===== config.mk =====
export PLATFORM = sky130hd
export DESIGN_NAME = mc_macrocell
export DESIGN_NICKNAME = d
export VERILOG_FILES = /design/src/rtl/mc_pkg.sv /design/src/rtl/mc_pterm_steer.sv /design/src/rtl/mc_ctrl_sel.sv /design/src/rtl/mc_store.sv /design/src/rtl/mc_macrocell.sv
export SDC_FILE = /design/constraint.sdc
export NUM_CORES = 1
export LEC_CHECK = 0
export ABC_AREA = 1
export BUFFER_PORTS_ARGS = -buffer_cell sky130_fd_sc_hd__buf_2
export CORE_MARGIN = 10
export CORE_UTILIZATION = 45
export CTS_BUF_LIST = sky130_fd_sc_hd__clkbuf_8
export CTS_CLUSTER_DIAMETER = 200
export DETAILED_ROUTE_END_ITERATION = 8
export PLACE_DENSITY_LB_ADDON = 0.15
export SETUP_SLACK_MARGIN = 0.3
export SYNTH_ARGS = -nofsm -noshare
export SYNTH_HDL_FRONTEND = slang
export SYNTH_HIERARCHICAL = 1
export SYNTH_SLANG_ARGS = --single-unit

===== constraint.sdc =====
create_clock -name clk -period 1.9 [get_ports clk]
set_input_delay 0 -clock clk [delete_from_list [all_inputs] [get_ports clk]]
set_output_delay 0 -clock clk [all_outputs]
set_load 0.01 [all_outputs]

===== src/rtl/mc_pkg.sv =====
package mc_pkg;

  // Number of product terms owned by one cell; special functions sit at fixed slots.
  localparam int MC_NUM_PT = 5;

  localparam int SLOT_XOR = 0;
  localparam int SLOT_CLK = 1;
  localparam int SLOT_SET = 2;
  localparam int SLOT_CLR = 3;
  localparam int SLOT_OE  = 4;

  typedef enum logic [1:0] {
    USE_SPECIAL = 2'd0,
    USE_SUM     = 2'd1,
    USE_FWD     = 2'd2,
    USE_OFF     = 2'd3
  } pt_use_e;

endpackage


===== src/rtl/mc_pterm_steer.sv =====
module mc_pterm_steer #(
  parameter int NUM_PT = mc_pkg::MC_NUM_PT
) (
  input  logic [NUM_PT-1:0]   pt_i,
  input  logic [2*NUM_PT-1:0] use_i,
  input  logic                nb_up_i,
  input  logic                nb_dn_i,
  output logic                x_o,
  output logic                pt_clk_o,
  output logic                pt_set_o,
  output logic                pt_clr_o,
  output logic                pt_oe_o,
  output logic [NUM_PT-1:0]   fwd_o
);
  import mc_pkg::*;

  logic [NUM_PT-1:0] to_sum;
  logic [NUM_PT-1:0] to_spec;
  logic              sum_w;

  // Each term goes to exactly one destination, chosen by its own code.
  for (genvar g = 0; g < NUM_PT; g++) begin : g_term
    pt_use_e use_g;
    assign use_g      = pt_use_e'(use_i[2*g +: 2]);
    assign to_sum[g]  = pt_i[g] & (use_g == USE_SUM);
    assign to_spec[g] = pt_i[g] & (use_g == USE_SPECIAL);
    assign fwd_o[g]   = pt_i[g] & (use_g == USE_FWD);
  end

  assign sum_w    = (|to_sum) | nb_up_i | nb_dn_i;
  assign x_o      = sum_w ^ to_spec[SLOT_XOR];
  assign pt_clk_o = to_spec[SLOT_CLK];
  assign pt_set_o = to_spec[SLOT_SET];
  assign pt_clr_o = to_spec[SLOT_CLR];
  assign pt_oe_o  = to_spec[SLOT_OE];

endmodule


===== src/rtl/mc_ctrl_sel.sv =====
module mc_ctrl_sel #(
  parameter int NUM_GCLK = 3,
  parameter int NUM_GOE  = 2
) (
  input  logic                               clk,
  input  logic                               rst,
  input  logic [NUM_GCLK-1:0]                gclk_i,
  input  logic                               gsr_i,
  input  logic [NUM_GOE-1:0]                 goe_i,
  input  logic                               pt_clk_i,
  input  logic                               pt_set_i,
  input  logic                               pt_clr_i,
  input  logic                               pt_oe_i,
  input  logic [$clog2(NUM_GCLK+1)-1:0]      clk_sel_i,
  input  logic [$clog2(NUM_GOE+1)-1:0]       oe_sel_i,
  input  logic                               gsr_en_i,
  input  logic                               gsr_set_i,
  output logic                               edge_o,
  output logic                               set_o,
  output logic                               clr_o,
  output logic                               oe_o
);
  localparam int CSW = $clog2(NUM_GCLK + 1);
  localparam int OSW = $clog2(NUM_GOE + 1);

  logic cs_w;
  logic cs_q;

  // Clock source: globals by index, the top code picks the product-term clock.
  always_comb begin
    cs_w = 1'b0;
    if (clk_sel_i == CSW'(NUM_GCLK)) begin
      cs_w = pt_clk_i;
    end else begin
      for (int i = 0; i < NUM_GCLK; i++) begin
        if (clk_sel_i == CSW'(i)) cs_w = gclk_i[i];
      end
    end
  end

  // Previous sample of the chosen line; reset to 1 so no edge is seen out of reset.
  always_ff @(posedge clk) begin
    if (rst) cs_q <= 1'b1;
    else     cs_q <= cs_w;
  end

  assign edge_o = cs_w & ~cs_q;

  assign set_o = pt_set_i | (gsr_en_i & gsr_set_i & gsr_i);
  assign clr_o = pt_clr_i | (gsr_en_i & ~gsr_set_i & gsr_i);

  // Enable source: code 0 is the product term, 1..NUM_GOE the global lines.
  always_comb begin
    oe_o = 1'b0;
    if (oe_sel_i == '0) begin
      oe_o = pt_oe_i;
    end else begin
      for (int i = 0; i < NUM_GOE; i++) begin
        if (oe_sel_i == OSW'(i + 1)) oe_o = goe_i[i];
      end
    end
  end

endmodule


===== src/rtl/mc_store.sv =====
module mc_store (
  input  logic clk,
  input  logic rst,
  input  logic edge_i,
  input  logic set_i,
  input  logic clr_i,
  input  logic tmode_i,
  input  logic d_i,
  output logic q_o,
  output logic q_nxt_o
);

  // Override order: set, then clear, then the clock edge.
  always_comb begin
    if (set_i)       q_nxt_o = 1'b1;
    else if (clr_i)  q_nxt_o = 1'b0;
    else if (edge_i) q_nxt_o = tmode_i ? (q_o ^ d_i) : d_i;
    else             q_nxt_o = q_o;
  end

  always_ff @(posedge clk) begin
    if (rst) q_o <= 1'b0;
    else     q_o <= q_nxt_o;
  end

  assert_set_wins_R8: assert property (@(posedge clk) disable iff (rst)
    set_i |=> q_o);

  assert_clear_R8: assert property (@(posedge clk) disable iff (rst)
    (clr_i && !set_i) |=> !q_o);

  assert_t_hold_R6: assert property (@(posedge clk) disable iff (rst)
    (tmode_i && !d_i && !set_i && !clr_i) |=> $stable(q_o));

  assert_no_edge_hold_R5: assert property (@(posedge clk) disable iff (rst)
    (!edge_i && !set_i && !clr_i) |=> $stable(q_o));

endmodule


===== src/rtl/mc_macrocell.sv =====
module mc_macrocell #(
  parameter int NUM_GCLK = 3,
  parameter int NUM_GOE  = 2
) (
  input  logic                               clk,
  input  logic                               rst,
  input  logic [mc_pkg::MC_NUM_PT-1:0]       pt_i,
  input  logic                               nb_up_i,
  input  logic                               nb_dn_i,
  input  logic [NUM_GCLK-1:0]                gclk_i,
  input  logic                               gsr_i,
  input  logic [NUM_GOE-1:0]                 goe_i,
  input  logic [2*mc_pkg::MC_NUM_PT-1:0]     cfg_use_i,
  input  logic                               cfg_tmode_i,
  input  logic                               cfg_bypass_i,
  input  logic [$clog2(NUM_GCLK+1)-1:0]      cfg_clk_sel_i,
  input  logic [$clog2(NUM_GOE+1)-1:0]       cfg_oe_sel_i,
  input  logic                               cfg_gsr_en_i,
  input  logic                               cfg_gsr_set_i,
  output logic                               pad_o,
  output logic                               pad_oe_o,
  output logic                               fb_o,
  output logic [mc_pkg::MC_NUM_PT-1:0]       fwd_o
);
  import mc_pkg::*;

  localparam int NUM_PT = MC_NUM_PT;

  logic              x_w;
  logic              pt_clk_w, pt_set_w, pt_clr_w, pt_oe_w;
  logic [NUM_PT-1:0] fwd_w;
  logic              edge_w, set_w, clr_w, oe_w;
  logic              q_w, q_nxt_w;
  logic              val_w;

  mc_pterm_steer #(.NUM_PT(NUM_PT)) u_steer (
    .pt_i     (pt_i),
    .use_i    (cfg_use_i),
    .nb_up_i  (nb_up_i),
    .nb_dn_i  (nb_dn_i),
    .x_o      (x_w),
    .pt_clk_o (pt_clk_w),
    .pt_set_o (pt_set_w),
    .pt_clr_o (pt_clr_w),
    .pt_oe_o  (pt_oe_w),
    .fwd_o    (fwd_w)
  );

  mc_ctrl_sel #(.NUM_GCLK(NUM_GCLK), .NUM_GOE(NUM_GOE)) u_ctrl (
    .clk       (clk),
    .rst       (rst),
    .gclk_i    (gclk_i),
    .gsr_i     (gsr_i),
    .goe_i     (goe_i),
    .pt_clk_i  (pt_clk_w),
    .pt_set_i  (pt_set_w),
    .pt_clr_i  (pt_clr_w),
    .pt_oe_i   (pt_oe_w),
    .clk_sel_i (cfg_clk_sel_i),
    .oe_sel_i  (cfg_oe_sel_i),
    .gsr_en_i  (cfg_gsr_en_i),
    .gsr_set_i (cfg_gsr_set_i),
    .edge_o    (edge_w),
    .set_o     (set_w),
    .clr_o     (clr_w),
    .oe_o      (oe_w)
  );

  mc_store u_store (
    .clk     (clk),
    .rst     (rst),
    .edge_i  (edge_w),
    .set_i   (set_w),
    .clr_i   (clr_w),
    .tmode_i (cfg_tmode_i),
    .d_i     (x_w),
    .q_o     (q_w),
    .q_nxt_o (q_nxt_w)
  );

  // The outputs show the state after the current edge, or x when bypassed.
  assign val_w = cfg_bypass_i ? x_w : q_nxt_w;

  always_ff @(posedge clk) begin
    if (rst) begin
      pad_o    <= 1'b0;
      pad_oe_o <= 1'b0;
      fb_o     <= 1'b0;
      fwd_o    <= '0;
    end else begin
      pad_o    <= oe_w & val_w;
      pad_oe_o <= oe_w;
      fb_o     <= val_w;
      fwd_o    <= fwd_w;
    end
  end

  for (genvar g = 0; g < NUM_PT; g++) begin : g_fwd_chk
    assert_fwd_quiet_R3: assert property (@(posedge clk) disable iff (rst)
      (cfg_use_i[2*g +: 2] != USE_FWD) |=> !fwd_o[g]);
  end

  assert_pad_gate_R10: assert property (@(posedge clk) disable iff (rst)
    !pad_oe_o |-> !pad_o);

  assert_fb_pad_R11: assert property (@(posedge clk) disable iff (rst)
    pad_oe_o |-> (pad_o == fb_o));

  assert_bypass_R9: assert property (@(posedge clk) disable iff (rst)
    cfg_bypass_i |=> (fb_o == $past(x_w)));

  // Guard against a state word left unused by the bypass mux.
  logic unused_q;
  assign unused_q = q_w;

endmodule


==> results of run 1 <==
synthesized netlist by cell type, drive strengths merged:
library cell / number
o21ai: 1
a31o: 1
nand2: 21
a21oi: 1
nand4: 1
nor2: 12
o21bai: 2
inv: 29
nand3: 10
nor3: 10
dfxtp: 10
path summary, 6_finish.rpt:
check	from	slack, ps	to
min	cfg_use_i[2]	20	fwd_o[1]$_SDFF_PP0_
min reg2reg	u_store/q_o$_SDFF_PP0_	590	u_store/q_o$_SDFF_PP0_
max reg2reg	u_ctrl/cs_q$_SDFF_PP1_	800	fb_o$_SDFF_PP0_
max	u_ctrl/cs_q$_SDFF_PP1_	800	fb_o$_SDFF_PP0_
worst max-delay path, delay by kind of cell (launching register included):
family / cells / cell delay [ps]
simple gates: 7 / 650
buf+inv: 1 / 40
flops: 1 / 290
cell families after synthesis:
| kind of cell | share of synthesized area (%) |
|---|---|
| flip-flops | 33.83 |
| buffers and inverters | 18.39 |
| AND/OR/NAND/NOR | 41.44 |
| AO/OA/AOI/OAI | 6.341 |
cell type report:
type / count / area, um^2 / share of cell area, %
flip-flops and latches: 10 / 200.2 / 23.12
inverters: 29 / 108.9 / 12.57
clock buffers: 4 / 55.05 / 6.358
multi-input cells: 59 / 282.8 / 32.66
repair buffers: 40 / 200.2 / 23.12
well taps: 15 / 18.77 / 2.168
power by group through the flow:
stage,sequential [mW],clock (mW),combinational [mW]
after global placement,0.228,0,0.113
after detailed placement,0.228,0,0.118
after floorplan,0.232,0,0.0549
after CTS,0.224,0.270,0.118
final,0.224,0.261,0.117
after global routing,0.225,0.278,0.136
registers in the layout (all words and copies together), names as in the netlist:
signal / count
fb_o: 1
fwd_o: 5
pad_o: 1
pad_oe_o: 1
u_ctrl/cs_q: 1
u_store/q_o: 1
metal layers:
metal  up-vias  wire [um]  track usage [%]
met5         -          0                0
met4         0         11            4.811
met3         2         90            4.944
met2        19        937            20.76
met1       317        632            8.850
li1        381          -                -
==> out/results.txt, run 1 <==
placeable core area = 1269 um^2
# port buffers = 40
via count = 719
Sink Count = 10
Starting Density = 46.65%
Die Span Y = 56.27 um
fin worst setup slack = 796.7 ps
CP peak stage delay = 290 ps
final hold slack = 23.83 ps
worst path cell trace = nor2_1 -> nand4_1 -> nand3_2 -> nand2_1 -> inv_1 -> nand2_1 -> nand2_1 -> nor2_1
RSZ-0062 raised after global routing = false
fin crit share = 58.07%
WS Path Type = reg -> reg
Seq pwr share = 37.2%
first-pass GRT wire length = 2.787 mm
initial antenna violation count = 0
pre-CTS setup slack = 586.1 ps
clock share of power = 43.4%
critical path peak fanout = 3
commonest non-fill, non-tap cell in the layout = buf_2
peak supply drop = 0.4646 mV
worst slew pin tran = 261.3 ps
CP Capture Type = flip-flop
HPWL Detailed = 1.513 mm
hold depth = 4
synth top area cells = dfxtp_1, inv_1, nand2_1, nor3_1, nand3_1
drt first pass iters = 4
CTS tree = yes
clock latency on the worst-skew pair = 230 ps
synth unique cells = 14
largest net degree at the start of global routing = 10
critical path arrival = 1230 ps
global route overflow = 0
# Max-Cap Violations = 0
PostCTS Resize Cnt = 0
P per Cell Area = 695.9 nW/um^2
post-CTS setup buffer count = 0
TritonCTS buffer count = 3
most used cell, CP = nand2_1
die area = 3166 um^2
I/O pins = 41
row cnt = 13
most frequent cells in the layout = buf_2, inv_1, nand2_1
area of placed instances = 810.8 um^2
Max H-tree Level = 1
RD Place Congestion = 0.7634
final critical-path required period = 1103 ps
internal power = 0.4568 mW
CP startpoint kind = flip-flop
status = finished clean
register area share after synthesis = 33.83%
CTS hold repair buffers = 0
Chip Width = 56.27 um
WL/cell = 10.64 um
antenna-violating nets left = 0
Inst Count DP = 153
NumNets Final = 176
Post-Syn Area = 591.8 um^2
Syn Nets = 131
Max Transition Viols Final = 0
Worst Hold Class = in -> reg
Starting DRT DRC Count = 3
CTS max path bufs = 2
layout cells sized above 1 = 36.62%
slew margin rel. = 82.44%
Switching Share = 24.19%
Yosys reg bits = 10
Gate power share = 19.4%
Post-Layout Inst Area = 865.8 um^2
Fin Setup TNS = 0 ps
clock root buffer = clkbuf_8
DRC viols = 0
slowest stage cell, crit path = dfxtp_1
Vias/cell = 4.580
Mapped Avg Cell Area = 6.039 um^2
diode count = 0
Switch Pwr = 0.1458 mW
synth warn = 6
Syn Inst Count = 98
share of Yosys cell area claimed by the top area cell type = 33.83%
final setup vio count = 0
cell taking the most area after synthesis = dfxtp_1
Max Freq = 906.3 MHz
final non-filler cell total = 157
vias in the first global route = 747
Hold Vio Cnt, Final = 0
drt total wl = 1.671 mm
Worst R2R Path Depth = 8
Lkg Pwr = 0.5198 nW
Final Skew = 1.601 ps
Crit path required time = 2020 ps
Global Route Usage Sum = 10.70%
clk slew on worst S/H paths = 50 ps
Pwr Total = 0.6026 mW
final core area utilization = 68.24%
area delta synth->final = 46.30%
Fillers = 127
Note: power is estimated with default switching activity, not from simulation.
==> inputs of run 2 (changes only) <==
--- a/config.mk
+++ b/config.mk
@@ -8,7 +8,7 @@
 export ABC_AREA = 1
 export BUFFER_PORTS_ARGS = -buffer_cell sky130_fd_sc_hd__buf_2
 export CORE_MARGIN = 10
-export CORE_UTILIZATION = 45
+export CORE_UTILIZATION = 41
 export CTS_BUF_LIST = sky130_fd_sc_hd__clkbuf_8
 export CTS_CLUSTER_DIAMETER = 200
 export DETAILED_ROUTE_END_ITERATION = 8
==> constraint.sdc (replaced) <==
create_clock -name clk -period 1.2 [get_ports clk]
set_input_delay 0 -clock clk [delete_from_list [all_inputs] [get_ports clk]]
set_output_delay 0 -clock clk [all_outputs]
set_load 0.01 [all_outputs]
==> run 2 against run 1 <==
Clock skew barely moved. Routed wire length grew 6.7%. Worst setup slack worse by 650 ps. Largest cell class unchanged. Largest power group unchanged. Highest routed layer unchanged.
==> out/results.txt, run 2 (same netlist as run 1, synthesis figures left out) <==
area delta synth->final = 50.74%
placeable core area = 1334 um^2
Switch Pwr = 0.2364 mW
diode count = 0
buffers and inverters on the worst path = 1
via count = 718
clock root buffer = clkbuf_8
Starting Density = 44.37%
Seq pwr share = 36.9%
number of flip-flops under the largest register name = 5
Fillers = 121
peak supply drop = 0.5641 mV
internal power = 0.7311 mW
most used cell, CP = nand2_1
hold depth = 4
row cnt = 13
Crit path required time = 1320 ps
WS Path Type = reg -> reg
final setup vio count = 0
drt total wl = 1.783 mm
Reg with most FFs = fwd_o
RD Place Congestion = 0.6629
Chip Width = 57.99 um
Gate power share = 20.8%
die area = 3363 um^2
HPWL Detailed = 1.495 mm
final hold slack = 28.66 ps
final critical-path required period = 1051 ps
Pwr Total = 0.9675 mW
Max H-tree Level = 1
slew margin rel. = 85.54%
# Max-Cap Violations = 0
CP startpoint kind = flip-flop
CTS max path bufs = 2
largest net degree at the start of global routing = 10
TritonCTS buffer count = 3
Reg2Reg Capture Point = fb_o$_SDFF_PP0_
min-delay src = cfg_use_i[8]
Vias/cell = 4.544
CTS tree = yes
commonest non-fill, non-tap cell in the layout = buf_2
CP Capture Type = flip-flop
area of placed instances = 825.8 um^2
# port buffers = 40
fin crit share = 87.61%
critical path arrival = 1170 ps
clock latency on the worst-skew pair = 230 ps
CTS hold repair buffers = 0
CP delay by family, top = simple AND/OR/NAND/NOR gates
Sink Count = 10
most frequent cells in the layout = buf_2, inv_1, nand2_1
critical path peak fanout = 3
I/O pins = 41
first-pass GRT wire length = 2.994 mm
Max Freq = 951.2 MHz
global route overflow = 0
worst slew pin tran = 215.2 ps
Hold Vio Cnt, Final = 0
Post-Layout Inst Area = 892.1 um^2
Global Route Usage Sum = 10.96%
NumNets Final = 177
Fin Setup TNS = 0 ps
r2r startpoint = u_ctrl/cs_q$_SDFF_PP1_
P per Cell Area = 1084 nW/um^2
status = finished clean
clock share of power = 42.3%
Lkg Pwr = 0.5242 nW
slowest stage cell, crit path = dfxtp_2
Max Transition Viols Final = 0
Starting DRT DRC Count = 11
RSZ-0062 raised after global routing = true
initial antenna violation count = 0
r2r setup slk = 150 ps
CP peak stage delay = 320 ps
antenna-violating nets left = 0
drt first pass iters = 4
Switching Share = 24.43%
Final Skew = 1.444 ps
layout cells sized above 1 = 41.26%
WL/cell = 11.28 um
Hold Path Sink = fwd_o[4]$_SDFF_PP0_
vias in the first global route = 781
Die Span Y = 57.99 um
DRC viols = 0
worst path cell trace = nor2_4 -> nand2_1 -> nand2_1 -> nand2_1 -> nand3_2 -> nand2_1 -> inv_1 -> nand2_1 -> nand2_2 -> nor2_1
clk slew on worst S/H paths = 50 ps
Worst R2R Path Depth = 10
Worst Hold Class = in -> reg
## run 2: cell types whose count changed in the layout (fill, tap and decap cells not counted)
cell / delta
dfxtp_2: +1
nor3_2: +1
dfxtp_1: -1
nor2_4: +1
nor3_1: -1
inv_1: -1
buf_4: +1
nand2_2: +2
nor2_1: -1
inv_2: +1
nand2_1: -2
## run 2: area by class of cell
| type | instances | area, um^2 | area share [%] |
|---|---|---|---|
| clock buffers | 4 | 55.05 | 6.171 |
| multi-input cells | 59 | 300.3 | 33.66 |
| well taps | 15 | 18.77 | 2.104 |
| repair buffers | 41 | 207.7 | 23.28 |
| flip-flops and latches | 10 | 201.4 | 22.58 |
| inverters | 29 | 108.9 | 12.20 |
## run 2: worst register-to-register path: stages (launching register included)
cell     delay [ps]
dfxtp_2         320
nor2_4          110
nand2_1          60
nand2_1          50
nand2_1          60
nand3_2          70
nand2_1          50
inv_1            40
nand2_1          50
nand2_2          70
nor2_1           40
## run 2: what timing repair did
item                                   CTS  global route
cloned                                   0             0
pin swaps                               11             7
setup endpoints to repair                3             3
setup buffers                            0             0
endpoints found under the hold margin    0             0
resized for setup                        5             0
## run 2: power by group through the flow
stage	Clock (mW)	Combinational [mW]	Sequential, mW
2_1_floorplan	0	0.0886	0.368
3_3_place_gp	0	0.187	0.361
3_5_place_dp	0	0.195	0.362
4_1_cts	0.416	0.202	0.358
5_1_grt	0.428	0.230	0.359
6_report	0.409	0.201	0.357
## run 2: worst max-delay path by stage
stage                      end  depth (start not counted)                    from  slack [ps]
4_1_cts        fb_o$_SDFF_PP0_                         10  u_ctrl/cs_q$_SDFF_PP1_         160
3_5_place_dp   fb_o$_SDFF_PP0_                         15            cfg_use_i[2]         -70
3_3_place_gp   fb_o$_SDFF_PP0_                         15            cfg_use_i[2]          20
5_1_grt        fb_o$_SDFF_PP0_                         10  u_ctrl/cs_q$_SDFF_PP1_          30
2_1_floorplan  fb_o$_SDFF_PP0_                         14            cfg_use_i[2]         190
6_report       fb_o$_SDFF_PP0_                         10  u_ctrl/cs_q$_SDFF_PP1_         150
## run 2: through the flow
stage                     std cells  utilization [%]  setup slack [ps]
after detailed placement        154            61.91            -71.76
after CTS                       158            66.89             158.9
after global routing            158            66.89             33.58
final                           158            66.89             148.7
after global placement          154            61.91             15.78
after floorplan                  98                -             190.6
## run 2: layer usage
layer  track usage [%]  wire length [um]
met1             9.524               659
met2             21.47               966
met3             3.486               134
met4             5.705                23
met5                 0                 0
